==> src/rtl/bmerr_pkg.sv <==
package bmerr_pkg;

    // Flag positions inside the status word (decoded by software)
    localparam int POS_DPE  = 6;
    localparam int POS_MAB  = 7;
    localparam int POS_TAB  = 8;
    localparam int POS_TDIS = 9;

    // Index of each flag inside the internal flag vector
    localparam int FI_DPE  = 0;
    localparam int FI_MAB  = 1;
    localparam int FI_TAB  = 2;
    localparam int FI_TDIS = 3;
    localparam int NFLAG   = 4;

    // Parity tracker states
    typedef enum logic [1:0] {
        PT_IDLE   = 2'd0,
        PT_ERR    = 2'd1,
        PT_FROZEN = 2'd2
    } pt_state_t;

endpackage

==> src/rtl/bmerr_par_track.sv <==
module bmerr_par_track
    import bmerr_pkg::*;
#(
    parameter int                 MODE_W   = 2,
    parameter logic [MODE_W-1:0]  MODE_PCI = 1
) (
    input  logic              clk,
    input  logic              rst_n,
    input  logic              sw_clr,
    input  logic              freeze,
    input  logic [MODE_W-1:0] bus_mode,
    input  logic              is_master,
    input  logic              is_sel_tgt,
    input  logic              perr_det,
    input  logic              perr_rep,
    input  logic              xfer_end,
    output logic              set_dpe
);

    pt_state_t state_q;
    pt_state_t state_d;
    logic      err_qual;

    always_comb begin
        err_qual = (perr_det || perr_rep)
                && (bus_mode == MODE_PCI)
                && (is_master || is_sel_tgt)
                && !freeze && !sw_clr;
    end

    // State register
    always_ff @(posedge clk or negedge rst_n) begin
        if (!rst_n) begin
            state_q <= PT_IDLE;
        end else begin
            state_q <= state_d;
        end
    end

    // Next state
    always_comb begin
        state_d = state_q;
        if (sw_clr) begin
            state_d = PT_IDLE;
        end else if (freeze) begin
            state_d = PT_FROZEN;
        end else begin
            unique case (state_q)
                PT_IDLE, PT_FROZEN: state_d = (err_qual && !xfer_end) ? PT_ERR : PT_IDLE;
                PT_ERR:             state_d = xfer_end ? PT_IDLE : PT_ERR;
                default:            state_d = PT_IDLE;
            endcase
        end
    end

    // Outputs
    always_comb begin
        set_dpe = 1'b0;
        unique case (state_q)
            PT_ERR:             set_dpe = xfer_end && !freeze && !sw_clr;
            PT_IDLE, PT_FROZEN: set_dpe = xfer_end && err_qual;
            default:            set_dpe = 1'b0;
        endcase
    end

endmodule

==> src/rtl/bmerr_term_capture.sv <==
module bmerr_term_capture (
    input  logic clk,
    input  logic rst_n,
    input  logic sw_clr,
    input  logic is_master,
    input  logic mst_abort,
    input  logic tgt_abort,
    input  logic tgt_disc,
    output logic set_mab,
    output logic set_tab,
    output logic set_tdis,
    output logic rma_pulse,
    output logic rta_pulse
);

    always_comb begin
        set_mab  = mst_abort && is_master && !sw_clr;
        set_tab  = tgt_abort && is_master && !sw_clr;
        set_tdis = tgt_disc  && is_master && !sw_clr;
    end

    always_ff @(posedge clk or negedge rst_n) begin
        if (!rst_n) begin
            rma_pulse <= 1'b0;
            rta_pulse <= 1'b0;
        end else begin
            rma_pulse <= set_mab;
            rta_pulse <= set_tab;
        end
    end

endmodule

==> src/rtl/bmerr_flag_bank.sv <==
module bmerr_flag_bank #(
    parameter int NF = 4
) (
    input  logic          clk,
    input  logic          rst_n,
    input  logic          clr_all,
    input  logic [NF-1:0] set_vec,
    input  logic [NF-1:0] clr_vec,
    output logic [NF-1:0] flag_q
);

    for (genvar gi = 0; gi < NF; gi++) begin : g_flag
        logic q;
        always_ff @(posedge clk or negedge rst_n) begin
            if (!rst_n) begin
                q <= 1'b0;
            end else if (clr_all) begin
                q <= 1'b0;
            end else if (set_vec[gi]) begin
                q <= 1'b1;
            end else if (clr_vec[gi]) begin
                q <= 1'b0;
            end
        end
        assign flag_q[gi] = q;
    end

endmodule

==> src/rtl/bmerr_irq_map.sv <==
module bmerr_irq_map
    import bmerr_pkg::*;
(
    input  logic [NFLAG-1:0] flags,
    input  logic             ien_parity,
    input  logic             ien_abort,
    input  logic             ien_term,
    output logic             irq_parity,
    output logic             irq_abort,
    output logic             irq_term
);

    always_comb begin
        irq_parity = flags[FI_DPE] && ien_parity;
        irq_abort  = (flags[FI_MAB] || flags[FI_TAB]) && ien_abort;
        irq_term   = flags[FI_TDIS] && ien_term;
    end

endmodule

==> src/rtl/bmerr_status.sv <==
module bmerr_status
    import bmerr_pkg::*;
#(
    parameter int                STAT_W   = 16,
    parameter int                MODE_W   = 2,
    parameter logic [MODE_W-1:0] MODE_PCI = 1
) (
    input  logic              clk,
    input  logic              rst_n,
    input  logic              sw_rst,
    input  logic              psw_rst,
    input  logic [MODE_W-1:0] bus_mode,
    input  logic              is_master,
    input  logic              is_sel_tgt,
    input  logic              perr_det,
    input  logic              perr_rep,
    input  logic              xfer_end,
    input  logic              mst_abort,
    input  logic              tgt_abort,
    input  logic              tgt_disc,
    input  logic              ien_parity,
    input  logic              ien_abort,
    input  logic              ien_term,
    input  logic              wr_en,
    input  logic [STAT_W-1:0] wr_data,
    output logic [STAT_W-1:0] stat_word,
    output logic              irq_parity,
    output logic              irq_abort,
    output logic              irq_term,
    output logic              cfg_rma_set,
    output logic              cfg_rta_set
);

    logic [NFLAG-1:0] set_vec;
    logic [NFLAG-1:0] clr_vec;
    logic [NFLAG-1:0] flags;
    logic             set_dpe;
    logic             set_mab;
    logic             set_tab;
    logic             set_tdis;
    logic             unused_wr_bits;

    assign unused_wr_bits = ^wr_data;

    bmerr_par_track #(
        .MODE_W   (MODE_W),
        .MODE_PCI (MODE_PCI)
    ) i_par_track (
        .clk        (clk),
        .rst_n      (rst_n),
        .sw_clr     (sw_rst),
        .freeze     (psw_rst),
        .bus_mode   (bus_mode),
        .is_master  (is_master),
        .is_sel_tgt (is_sel_tgt),
        .perr_det   (perr_det),
        .perr_rep   (perr_rep),
        .xfer_end   (xfer_end),
        .set_dpe    (set_dpe)
    );

    bmerr_term_capture i_term_capture (
        .clk       (clk),
        .rst_n     (rst_n),
        .sw_clr    (sw_rst),
        .is_master (is_master),
        .mst_abort (mst_abort),
        .tgt_abort (tgt_abort),
        .tgt_disc  (tgt_disc),
        .set_mab   (set_mab),
        .set_tab   (set_tab),
        .set_tdis  (set_tdis),
        .rma_pulse (cfg_rma_set),
        .rta_pulse (cfg_rta_set)
    );

    always_comb begin
        set_vec          = '0;
        set_vec[FI_DPE]  = set_dpe;
        set_vec[FI_MAB]  = set_mab;
        set_vec[FI_TAB]  = set_tab;
        set_vec[FI_TDIS] = set_tdis;

        clr_vec          = '0;
        clr_vec[FI_DPE]  = wr_en && wr_data[POS_DPE];
        clr_vec[FI_MAB]  = wr_en && wr_data[POS_MAB];
        clr_vec[FI_TAB]  = wr_en && wr_data[POS_TAB];
        clr_vec[FI_TDIS] = wr_en && wr_data[POS_TDIS];
    end

    bmerr_flag_bank #(
        .NF (NFLAG)
    ) i_flag_bank (
        .clk     (clk),
        .rst_n   (rst_n),
        .clr_all (sw_rst),
        .set_vec (set_vec),
        .clr_vec (clr_vec),
        .flag_q  (flags)
    );

    always_comb begin
        stat_word           = '0;
        stat_word[POS_DPE]  = flags[FI_DPE];
        stat_word[POS_MAB]  = flags[FI_MAB];
        stat_word[POS_TAB]  = flags[FI_TAB];
        stat_word[POS_TDIS] = flags[FI_TDIS];
    end

    bmerr_irq_map i_irq_map (
        .flags      (flags),
        .ien_parity (ien_parity),
        .ien_abort  (ien_abort),
        .ien_term   (ien_term),
        .irq_parity (irq_parity),
        .irq_abort  (irq_abort),
        .irq_term   (irq_term)
    );

endmodule

==> config.mk <==
export PLATFORM = sky130hd
export DESIGN_NAME = bmerr_status
export DESIGN_NICKNAME = d
export VERILOG_FILES = /design/src/rtl/bmerr_pkg.sv /design/src/rtl/bmerr_par_track.sv /design/src/rtl/bmerr_term_capture.sv /design/src/rtl/bmerr_flag_bank.sv /design/src/rtl/bmerr_irq_map.sv /design/src/rtl/bmerr_status.sv
export SDC_FILE = /design/constraint.sdc
export NUM_CORES = 1
export LEC_CHECK = 0
export BUFFER_PORTS_ARGS = -buffer_cell sky130_fd_sc_hd__buf_2
export CORE_MARGIN = 4
export CORE_UTILIZATION = 28
export CTS_BUF_LIST = sky130_fd_sc_hd__clkbuf_4
export DETAILED_ROUTE_END_ITERATION = 8
export PLACE_DENSITY = 0.68
export RECOVER_POWER = 100
export SLEW_MARGIN = 10
export SYNTH_ARGS = -nofsm -noshare
export SYNTH_HDL_FRONTEND = slang
export SYNTH_SLANG_ARGS = --single-unit
==> constraint.sdc <==
create_clock -name clk -period 2.8 [get_ports clk]
set_clock_uncertainty 0.2 [all_clocks]
set_input_delay 0 -clock clk [delete_from_list [all_inputs] [get_ports clk]]
set_output_delay 0 -clock clk [all_outputs]
set_load 0.02 [all_outputs]
# [Word level (Yosys, flattened, before mapping)]
# Index checks and enable logic that the tools add are counted.
[op_classes] eq_ne=3 mux=18 n_reduce_logical=33
[ops] operator="$logic_and A1 B1 Y1" n=21
[ops] operator="$mux W1" n=14
[ops] operator="$reduce_bool A3 Y1" n=4
[ops] operator="$eq A2 B1 Y1 const B" n=2
[ops] operator="$mux W2" n=2
[ops] operator="$pmux W2 S2" n=1
[ops] operator="$logic_not A1 Y1" n=3
[ops] operator="$logic_or A1 B1 Y1" n=3
[ops] operator="$eq A2 B2 Y1 const B" n=1
[ops] operator="$logic_not A2 Y1" n=1
[ops] operator="$pmux W1 S2" n=1
[ops] operator="$reduce_or A2 Y1" n=1
[word_totals] register_bits=8 in_bits=34 output_inout_bits=21 word_cells=61

# [Longest topological paths before layout]
# Gate-level depths: netlist (run 1).
[depth] ltp_word=10 mapped_depth=3 depth_no_buf=3

# [By module]
# From an unflattened synthesis (run 1), not the netlist that was laid out.
[unflattened] hier_cells=54 hier_area_um2=518.0
[by_module_without_submodules] mod="bmerr_flag_bank" instances=1 cells_per_inst=20 area_per_inst_um2=190.2 seq_area_each_um2=100.1
[by_module_without_submodules] mod="bmerr_status" instances=1 cells_per_inst=17 area_per_inst_um2=118.9 seq_area_each_um2=0.0
[by_module_without_submodules] mod="bmerr_par_track" instances=1 cells_per_inst=9 area_per_inst_um2=112.6 seq_area_each_um2=50.0
[by_module_without_submodules] mod="bmerr_term_capture" instances=1 cells_per_inst=5 area_per_inst_um2=76.3 seq_area_each_um2=50.0
[by_module_without_submodules] mod="bmerr_irq_map" instances=1 cells_per_inst=3 area_per_inst_um2=20.0 seq_area_each_um2=0.0

# [Worst setup path after synthesis (run 1)]
# OpenSTA, ideal clock, no wires.
[synth_path] path_kind="register to register" startpoint="register i_par_track.state_q[0]" endpoint="register i_flag_bank.g_flag[0].q" setup_ns=0.132 t_arrival_ns=0.769 required_time_ns=2.468 setup_slack_ns=1.700 stages_incl_launch_ff=4 path_buffers=0 period_less_slack_ns=1.100 cell_sequence="dfrtp_1 nor4b_1 a32oi_1 o41ai_2"
[synth_via] elab_chain_cells=5 elab_cells_between_ends=8 cone_classes="2 x eq/ne; 3 x mux; 3 x reduce/logical"
[synth_lines] element="start, declared" line_no="bmerr_par_track.sv:20" text="pt_state_t state_q;"
[synth_lines] element="start signal, assigned" line_no="bmerr_par_track.sv:36" text="state_q <= state_d;"
[synth_lines] element="$eq A2 B2 Y1 / $logic_not A2 Y1 (equally long branches)" line_no="bmerr_par_track.sv:59" text="unique case (state_q)"
[synth_lines] element="$reduce_or A2 Y1" line_no="bmerr_par_track.sv:59"
[synth_lines] element="$pmux W1 S2 *" line_no="bmerr_par_track.sv:59"
[synth_lines] element="$mux W1" line_no="bmerr_flag_bank.sv:19" text="end else if (set_vec[gi]) begin"
[synth_lines] element="$mux W1" line_no="bmerr_flag_bank.sv:17" text="end else if (clr_all) begin"
[synth_lines] element="end signal, assigned" line_no="bmerr_flag_bank.sv:16" text="q <= 1'b0;"
[synth_lines] element="end signal, assigned" line_no="bmerr_flag_bank.sv:18" text="q <= 1'b0;"
[synth_lines] element="end signal, assigned" line_no="bmerr_flag_bank.sv:20" text="q <= 1'b1;"
[synth_lines] element="end, declared" line_no="bmerr_flag_bank.sv:13" text="logic q;"
# Every way passes the cells marked *; elsewhere a longest branch is shown, timed or not.
# A chain may end at the register's enable or synchronous reset.

# [Worst setup path in the final report (run 1)]
[layout_path] startpoint="input bus_mode[0]" endpoint="register i_flag_bank.g_flag[0].q"
[layout_via] elab_chain_cells=9 elab_cells_between_ends=10 cone_classes="1 x eq/ne; 3 x mux; 6 x reduce/logical"
[layout_lines] element="start, declared" line_no="bmerr_status.sv:12" text="input logic [MODE_W-1:0] bus_mode,"
[layout_lines] element="$eq A2 B1 Y1 *" line_no="bmerr_par_track.sv:26" text="&& (bus_mode == MODE_PCI)"
[layout_lines] element="$logic_and A1 B1 Y1 *" line_no="bmerr_par_track.sv:26"
[layout_lines] element="$logic_and A1 B1 Y1 *" line_no="bmerr_par_track.sv:27" text="&& (is_master || is_sel_tgt)"
[layout_lines] element="$logic_and A1 B1 Y1 * (2 in a row)" line_no="bmerr_par_track.sv:28" text="&& !freeze && !sw_clr;"
[layout_lines] element="$logic_and A1 B1 Y1 *" line_no="bmerr_par_track.sv:61" text="PT_IDLE, PT_FROZEN: set_dpe = xfer_end && err_qual;"
[layout_lines] element="$pmux W1 S2 *" line_no="bmerr_par_track.sv:59"
[layout_lines] element="$mux W1" line_no="bmerr_flag_bank.sv:19"
[layout_lines] element="$mux W1" line_no="bmerr_flag_bank.sv:17"
# Marks and branches as above.

==> results of run 1 <==
-- path summary, 6_finish.rpt --
kind	cells past startpoint	endpoint	slack, ps
worst max-delay path	7	i_flag_bank.g_flag[0].q$_DFFE_PN0P_	280
worst min-delay path	4	i_par_track.state_q[0]$_DFF_PN0_	60
worst max register to register	5	i_flag_bank.g_flag[0].q$_DFFE_PN0P_	600
worst min register to register	1	i_flag_bank.g_flag[2].q$_DFFE_PN0P_	370
max in group asynchronous	3	i_flag_bank.g_flag[2].q$_DFFE_PN0P_	1610
min in group asynchronous	3	i_flag_bank.g_flag[3].q$_DFFE_PN0P_	510
-- where the power goes --
part           internal (mW)  switching, mW
registers              0.121        0.00312
clock network         0.0492         0.0409
logic                 0.0342         0.0415
-- metal layers --
layer	GRT usage	routed length [um]
met2	0.207	699
met1	0.110	508
met4	0.115	59
met3	0.0207	138
met5	0	0
-- layout make-up --
type,count,area share
flip-flops and latches,8,0.257
inverters,2,0.00963
clock buffers,3,0.0289
multi-input cells,36,0.258
well taps,24,0.0385
repair buffers,48,0.408
-- Yosys cell counts --
cell type  instances
or2_1              1
a22oi_1            1
and2_1             2
o41ai_2            1
dfrtp_1            8
nor2_1             1
a32oi_1            1
inv_1              2
conb_1             1
nor4b_1            1
and2b_2            1
o22ai_1            2
o21a_1             1
or4_4              1
nand2_1            4
a31o_2             2
and3_1             2
nand2b_1           2
or3_1              1
buf_4             16
-- worst register-to-register path, stage by stage, from the launching register on --
cell and delay [ps]:
dfrtp_1 400, nor4b_1 150, a32oi_1 150, dlygate4sd3_1 570, o41ai_1 60, dlygate4sd3_1 560
-- what timing repair did --
item	in CTS	in global routing
hold endpoints to repair	16	0
buffers inserted	0	0
hold buffers	18	0
-- flip-flops by register name, summed over array words and instances, names as in the netlist --
name,flops
i_term_capture.rta_pulse,1
i_term_capture.rma_pulse,1
i_flag_bank.g_flag.q,4
i_par_track.state_q,2
-- kinds of logic after synthesis --
logic type / count (synthesis) / synth area share
DFF: 8 / 0.401
other: 1 / 0.00751
AOI/OAI and AO/OA: 8 / 0.140
and+or+nand+nor: 16 / 0.195
buffers and inverters: 18 / 0.256
==> metrics, run 1 <==
Crit path top cell by count=dlygate4sd3_1; first-pass GRT wire length=2.21 mm; post-synth top area cell=dfrtp_1; CORE AREA=1590 sq um; WS Path Type=primary input to register; Area growth syn-to-layout=56.1%; initial core utilization=0.313; Area contributors post-synth=dfrtp_1, buf_4, a31o_2; Cells after Synth=51; Clock transition at path regs=60 ps; Pwr Density=371 nW/um^2; drt total wl=1.41 mm; die height=50.2 um; GRT overflow=0; Worst Setup SP=bus_mode[0]; Tcrit/Tclk final=0.900; clock sink total=8; Post-CTS Resized=0; Critical Path AT=2510 ps; Setup crit end kind=register; layout filler cell count=166; die width=50.2 um; VDD IR max=roughly 0.18 mV; setup TNS=0 ps; reg2reg start=i_par_track.state_q[0]$_DFF_PN0_; Worst path slowest cell=dlygate4sd3_1; Layout Nets=~130; Bufs and invs on worst path=4; max cap viols=0; P_leak=around 0.39 nW; Worst Path Required=around 2800 ps; Top-Level Pins=between 50 and 60; final cell count without fillers=approximately 120; root buf cell=clkbuf_4; vias in the first global route=525; Final setup viols=0; die area=2520 sq um; Mapped Avg Cell Area=9.79 sq um; Clock Path Buffers=2; DRT Pass-1 Iters=2; layout cell share with drive strength beyond 1=0.268; input/output buffers=30; Placement Cell Area=601 sq um; Post-Syn Area=499 sq um; area of the multi-input gates=201 sq um; Startpoint Class=primary input; crit path time final=2520 ps; initial antenna violation count=0; hold path startpoint=is_sel_tgt; Worst-Skew Late Latency=250 ps; RePlAce Congestion=0.797; post-synthesis sequential area ratio=0.401; # diodes=0; CTS buffer count=3; largest net degree at the start of global routing=9; row cnt=14; CTS H-tree lvls=1; CTS tree=yes; Pwr Total=roughly 0.29 mW; DRT iter0 DRCs=4; placed cells=100; Hold Slack=65.0 ps; Crit Path Max Fanout=2; Finished Core Util=0.489; final std cell area, no fill=approximately 800 sq um; Yosys cell types=20; drt via density=4.13; WL per Instance=11.6 um; CP max stage delay=580 ps; Max Clk Rate=about 0.40 GHz; DRT antenna net count=0; Setup WS post-layout=between 200 and 300 ps; Hold Path Class=primary input to register; Syn. warnings=0; commonest non-fill, non-tap cell in the layout=buf_2; critical path's top delay family=buffers and inverters; post-synth top area share=0.401; Reg area=200 sq um; RSZ-0062 raised after global routing=no; Final Hold Fails=0; crit-path cells=dlygate4sd3_1, buf_2, nand2b_1, dlygate4sd3_1, or4_1, o41ai_1, dlygate4sd3_1; DRC violations left=0; outcome=complete, no violations; Global Route Usage Sum=0.116; most frequent cells in the layout=buf_2, dlygate4sd3_1, conb_1; Via Count=500; Placement Setup Slack=approximately 1600 ps; Seq cells post-synth=8; DP Wirelength=910 um; fin. max-slew vios=0
No activity file was read; power rests on OpenSTA's default activity.
==> inputs of run 2 (changes only) <==
--- a/config.mk
+++ b/config.mk
@@ -11,7 +11,6 @@
 export CTS_BUF_LIST = sky130_fd_sc_hd__clkbuf_4
 export DETAILED_ROUTE_END_ITERATION = 8
 export PLACE_DENSITY = 0.68
-export RECOVER_POWER = 100
 export SLEW_MARGIN = 10
 export SYNTH_ARGS = -nofsm -noshare
 export SYNTH_HDL_FRONTEND = slang
==> metrics, run 2 (synthesis gave the netlist of run 1 again) <==
Worst Path Required=2790 ps; DRC violations left=0; most frequent cells in the layout=buf_2, dlygate4sd3_1, conb_1; Via Count=~500; CTS buffer count=3; # diodes=0; combinational cell fraction of total power=0.268; VDD IR max=0.178 mV; row cnt=14; die height=50.2 um; Max Clk Rate=0.407 GHz; Worst-Skew Late Latency=250 ps; max cap viols=0; Clock Path Buffers=2; GRT overflow=0; crit path time final=2460 ps; Crit Path Max Fanout=2; Net Switching=0.0851 mW; largest net degree at the start of global routing=9; layout cell share with drive strength beyond 1=0.392; Most flops, register=i_flag_bank.g_flag.q; CTS H-tree lvls=1; R2R depth=5; fin. max-slew vios=0; crit-path cells=dlygate4sd3_1, buf_2, nand2b_1, dlygate4sd3_1, or4_4, o41ai_2, dlygate4sd3_1; Startpoint Class=primary input; final cell count without fillers=121; die area=2520 sq um; clock power share=0.308; largest registers=i_flag_bank.g_flag.q x4, i_par_track.state_q x2; Pwr Density=363 nW/um^2; Setup WS post-layout=341 ps; DRT antenna net count=0; Final setup viols=0; CP max stage delay=570 ps; clock sink total=8; drt total wl=around 1.4 mm; setup TNS=0 ps; CORE AREA=between 1500 and 2000 sq um; Setup crit end kind=register; Cell Int Power=0.206 mW; drt via density=4.17; first-pass GRT wire length=2.21 mm; DRT iter0 DRCs=6; vias in the first global route=525; initial core utilization=0.313; input/output buffers=30; placed cells=100; RSZ-0062 raised after global routing=no; Sw Ratio=0.292; Clock transition at path regs=60 ps; P_leak=approximately 0.44 nW; outcome=complete, no violations; Hold Crit Depth=4; Global Route Usage Sum=0.116; Hold Path Class=primary input to register; commonest non-fill, non-tap cell in the layout=buf_2; max FFs per register=4; Final Hold Fails=0; RePlAce Congestion=0.797; DRT Pass-1 Iters=4; WL per Instance=between 10 and 15 um; sequential power share=0.424; Layout Nets=133; reg2reg start=i_par_track.state_q[0]$_DFF_PN0_; Worst Setup SP=bus_mode[0]; Worst path slowest cell=dlygate4sd3_1; initial antenna violation count=0; Area growth syn-to-layout=60.9%; CTS tree=yes; Crit path top cell by count=dlygate4sd3_1; Placement Setup Slack=1570 ps; root buf cell=clkbuf_4; die width=between 50 and 60 um; Tcrit/Tclk final=0.878; Setup Buffers After CTS=0; Top-Level Pins=55; Critical Path AT=2450 ps; DP Wirelength=910 um; WS Path Type=primary input to register; hold path startpoint=is_sel_tgt
[run 2: cell types whose count changed in the layout (fill, tap and decap cells not counted), sizes merged]
cell    change
buf        +10
clkbuf     -10
[run 2: critical path: cells and delay by family]
kind            cells  cell delay [ps]
simple gates        2              530
compound gates      1              190
buf+inv             4             1720
[run 2: layout make-up]
class	instances	area [sq um]
clock buffer	3	22.5
fill	156	791
inverter	2	7.51
multi-input combinational	36	213
sequential	8	200
tap	24	30.0
timing repair buffer	48	330
[run 2: power groups by stage]
stage	sequential [mW]	combinational [mW]	clock [mW]
final	0.123	0.0782	0.0896
after global routing	0.124	0.0848	0.103
after CTS	0.123	0.0773	0.0938
after detailed placement	0.125	0.0600	0
after global placement	0.125	0.0596	0
after floorplan	0.126	0.0494	0
[run 2: path summary, 6_finish.rpt]
check,end,slack (ps)
max,i_flag_bank.g_flag[0].q$_DFFE_PN0P_,340
min,i_par_track.state_q[0]$_DFF_PN0_,60
max reg2reg,i_flag_bank.g_flag[0].q$_DFFE_PN0P_,580
min reg2reg,i_par_track.state_q[0]$_DFF_PN0_,350
max in group asynchronous,i_flag_bank.g_flag[1].q$_DFFE_PN0P_,1620
min in group asynchronous,i_flag_bank.g_flag[3].q$_DFFE_PN0P_,510
[run 2: layer usage]
metal	vias to the layer above	track usage	wire length [um]
li1	239	-	-
met1	230	0.110	468
met2	29	0.207	699
met3	6	0.0207	143
met4	0	0.115	59
met5	-	0	0
[run 2: repair_timing]
action,in CTS,in global routing
hold endpoints to repair,16,0
gates resized for setup,0,0
setup endpoints to repair,0,0
hold buffers,18,0
[run 2: stage by stage]
step	power (mW)	util	hold WS (ps)	area [sq um]
floorplan	0.176	-	-496	541
global placement	0.185	0.377	-347	601
detailed placement	0.185	0.377	-350	601
CTS	0.294	0.504	61.4	803
global route	0.311	0.504	119	803
finish	0.291	0.504	63.9	803
==> inputs of run 3 (changes only) <==
--- a/config.mk
+++ b/config.mk
@@ -5,12 +5,13 @@
 export SDC_FILE = /design/constraint.sdc
 export NUM_CORES = 1
 export LEC_CHECK = 0
-export BUFFER_PORTS_ARGS = -buffer_cell sky130_fd_sc_hd__buf_2
+export ABC_AREA = 1
 export CORE_MARGIN = 4
 export CORE_UTILIZATION = 28
 export CTS_BUF_LIST = sky130_fd_sc_hd__clkbuf_4
 export DETAILED_ROUTE_END_ITERATION = 8
-export PLACE_DENSITY = 0.68
+export DONT_BUFFER_PORTS = 1
+export PLACE_DENSITY = 0.41
 export SLEW_MARGIN = 10
 export SYNTH_ARGS = -nofsm -noshare
 export SYNTH_HDL_FRONTEND = slang
==> metrics, run 3 <==
outcome=complete, no violations; Via Count=~430; DRC violations left=0; Post-CTS Resized=0; root buf cell=clkbuf_4; DP Wirelength=slightly below 900 um; Setup crit end kind=register; post-synth top area share=0.392; # diodes=0; largest net degree at the start of global routing=10; CTS buffer count=3; R2R depth=5; layout cell share with drive strength beyond 1=0.0964; Final setup viols=0; first-pass GRT wire length=1.85 mm; Syn. warnings=0; Top-Level Pins=55; layout filler cell count=194; Mapped Avg Cell Area=7.98 sq um; cell with the most instances after synthesis=buf_4; WL per Instance=11.2 um; input/output buffers=0; Seq cells post-synth=8; final std cell area, no fill=a little under 700 sq um; initial antenna violation count=0; Yosys cell types=18; die height=roughly 51 um; Area contributors post-synth=dfrtp_1, buf_4, nand2_1; Setup Buffers After CTS=0; commonest cells in the netlist=buf_4, nand2_1, dfrtp_1; RePlAce Congestion=0.712; area of the multi-input gates=195 sq um; Pwr Density=395 nW/um^2; fin. max-slew vios=0; Worst Path Required=~2800 ps; Max Clk Rate=0.477 GHz; row cnt=15; crit path time final=roughly 2100 ps; Post-synth EDFFs=0; Final Hold Fails=0; sequential power share=0.474; die width=just over 50 um; drt total wl=1.21 mm; Crit Path Max Fanout=2; max FFs per register=4; Area growth syn-to-layout=36.3%; Hold Path Class=primary input to register; Sw Ratio=0.294; CTS tree=yes; WS Path Type=register to register; CTS H-tree lvls=1; placed cells=84; DRT antenna net count=0; Most flops, register=i_flag_bank.g_flag.q; GRT overflow=0; P_leak=0.354 nW; largest registers=i_flag_bank.g_flag.q x4, i_par_track.state_q x2; post-synth top area cell=dfrtp_1; setup TNS=0 ps; Global Route Usage Sum=0.101; Hold Crit Depth=3; vias in the first global route=438; RSZ-0062 raised after global routing=no; most frequent cells in the layout=dlygate4sd3_1, conb_1, nand2_1; Main synth FF type=dfrtp_1; initial core utilization=0.296; Startpoint Class=register; clock power share=0.314; Critical Path AT=2080 ps; Clock Path Buffers=2; Cell Int Power=0.194 mW; CORE AREA=1730 sq um; die area=2570 sq um; Worst-Skew Late Latency=250 ps; Synth async-reset ratio=1.00; Post-Syn Area=between 500 and 600 sq um; VDD IR max=slightly above 0.1 mV; clock sink total=8; Placement Cell Area=roughly 460 sq um; DRT iter0 DRCs=2; commonest non-fill, non-tap cell in the layout=dlygate4sd3_1; final cell count without fillers=108; combinational cell fraction of total power=0.212; max cap viols=0; DRT Pass-1 Iters=4; Cells after Synth=64; post-synthesis sequential area ratio=0.392; drt via density=4.01; Net Switching=roughly 0.081 mW; Reg area=200 sq um; Layout Nets=119; Tcrit/Tclk final=0.749; Clock transition at path regs=50 ps
==> run 3: metal layers <==
layer	track usage	wire [um]
met1	0.0939	454
met2	0.172	578
met3	0.0445	159
met4	0.0807	16
met5	0	0
==> run 3: worst max-delay path, cell delays in order, from the launching register on <==
cell	delay (ps)
dfrtp_1	370
a21oi_1	140
nand3_1	80
dlygate4sd3_1	580
a21oi_2	100
dlygate4sd3_1	560
==> run 3: final timing paths <==
kind                                                           from                             endpoint  slack [ps]
worst max-delay path               i_par_track.state_q[0]$_DFF_PN0_     i_par_track.state_q[0]$_DFF_PN0_         700
worst min-delay path                                        psw_rst     i_par_track.state_q[1]$_DFF_PN0_         240
worst max register to register     i_par_track.state_q[0]$_DFF_PN0_     i_par_track.state_q[0]$_DFF_PN0_         700
worst min register to register  i_flag_bank.g_flag[2].q$_DFFE_PN0P_  i_flag_bank.g_flag[2].q$_DFFE_PN0P_         470
max in group asynchronous                                     rst_n   i_term_capture.rta_pulse$_DFF_PN0_        1700
min in group asynchronous                                     rst_n     i_par_track.state_q[0]$_DFF_PN0_         430
==> run 3: repair_timing <==
action	4_1_cts	5_1_grt
hold buffers	21	0
endpoints found under the hold margin	19	0
endpoints found under the setup margin	0	0
==> run 3: per-stage QoR <==
stage	util	worst slack, ps	hold WS [ps]	total power [mW]
after floorplan	-	1850	-496	0.179
after global placement	0.268	1790	-495	0.165
after detailed placement	0.268	1790	-495	0.165
after CTS	0.403	750	210	0.282
after global routing	0.403	597	247	0.293
final	0.403	704	243	0.275
==> run 3: layout make-up <==
cell class              instances  area share
repair buffers                 21       0.302
multi-input cells              42       0.281
inverters                       9      0.0522
flip-flops and latches          8       0.288
well taps                      25      0.0450
clock buffers                   3      0.0324
==> run 3: cells by family (layout without fill, tap and decap cells) <==
family,count (synthesis),in the layout,synth area share
buf+inv,25,33,0.306
compound gates,6,6,0.0858
flops,8,8,0.392
other cells,1,12,0.00735
simple gates,24,24,0.208
==> run 3: power groups by stage <==
stage          Combinational, mW  Sequential, mW  Clock (mW)
6_report                  0.0582           0.130      0.0864
5_1_grt                   0.0638           0.131      0.0981
4_1_cts                   0.0580           0.130      0.0935
3_5_place_dp              0.0328           0.133           0
3_3_place_gp              0.0327           0.132           0
2_1_floorplan             0.0523           0.127           0
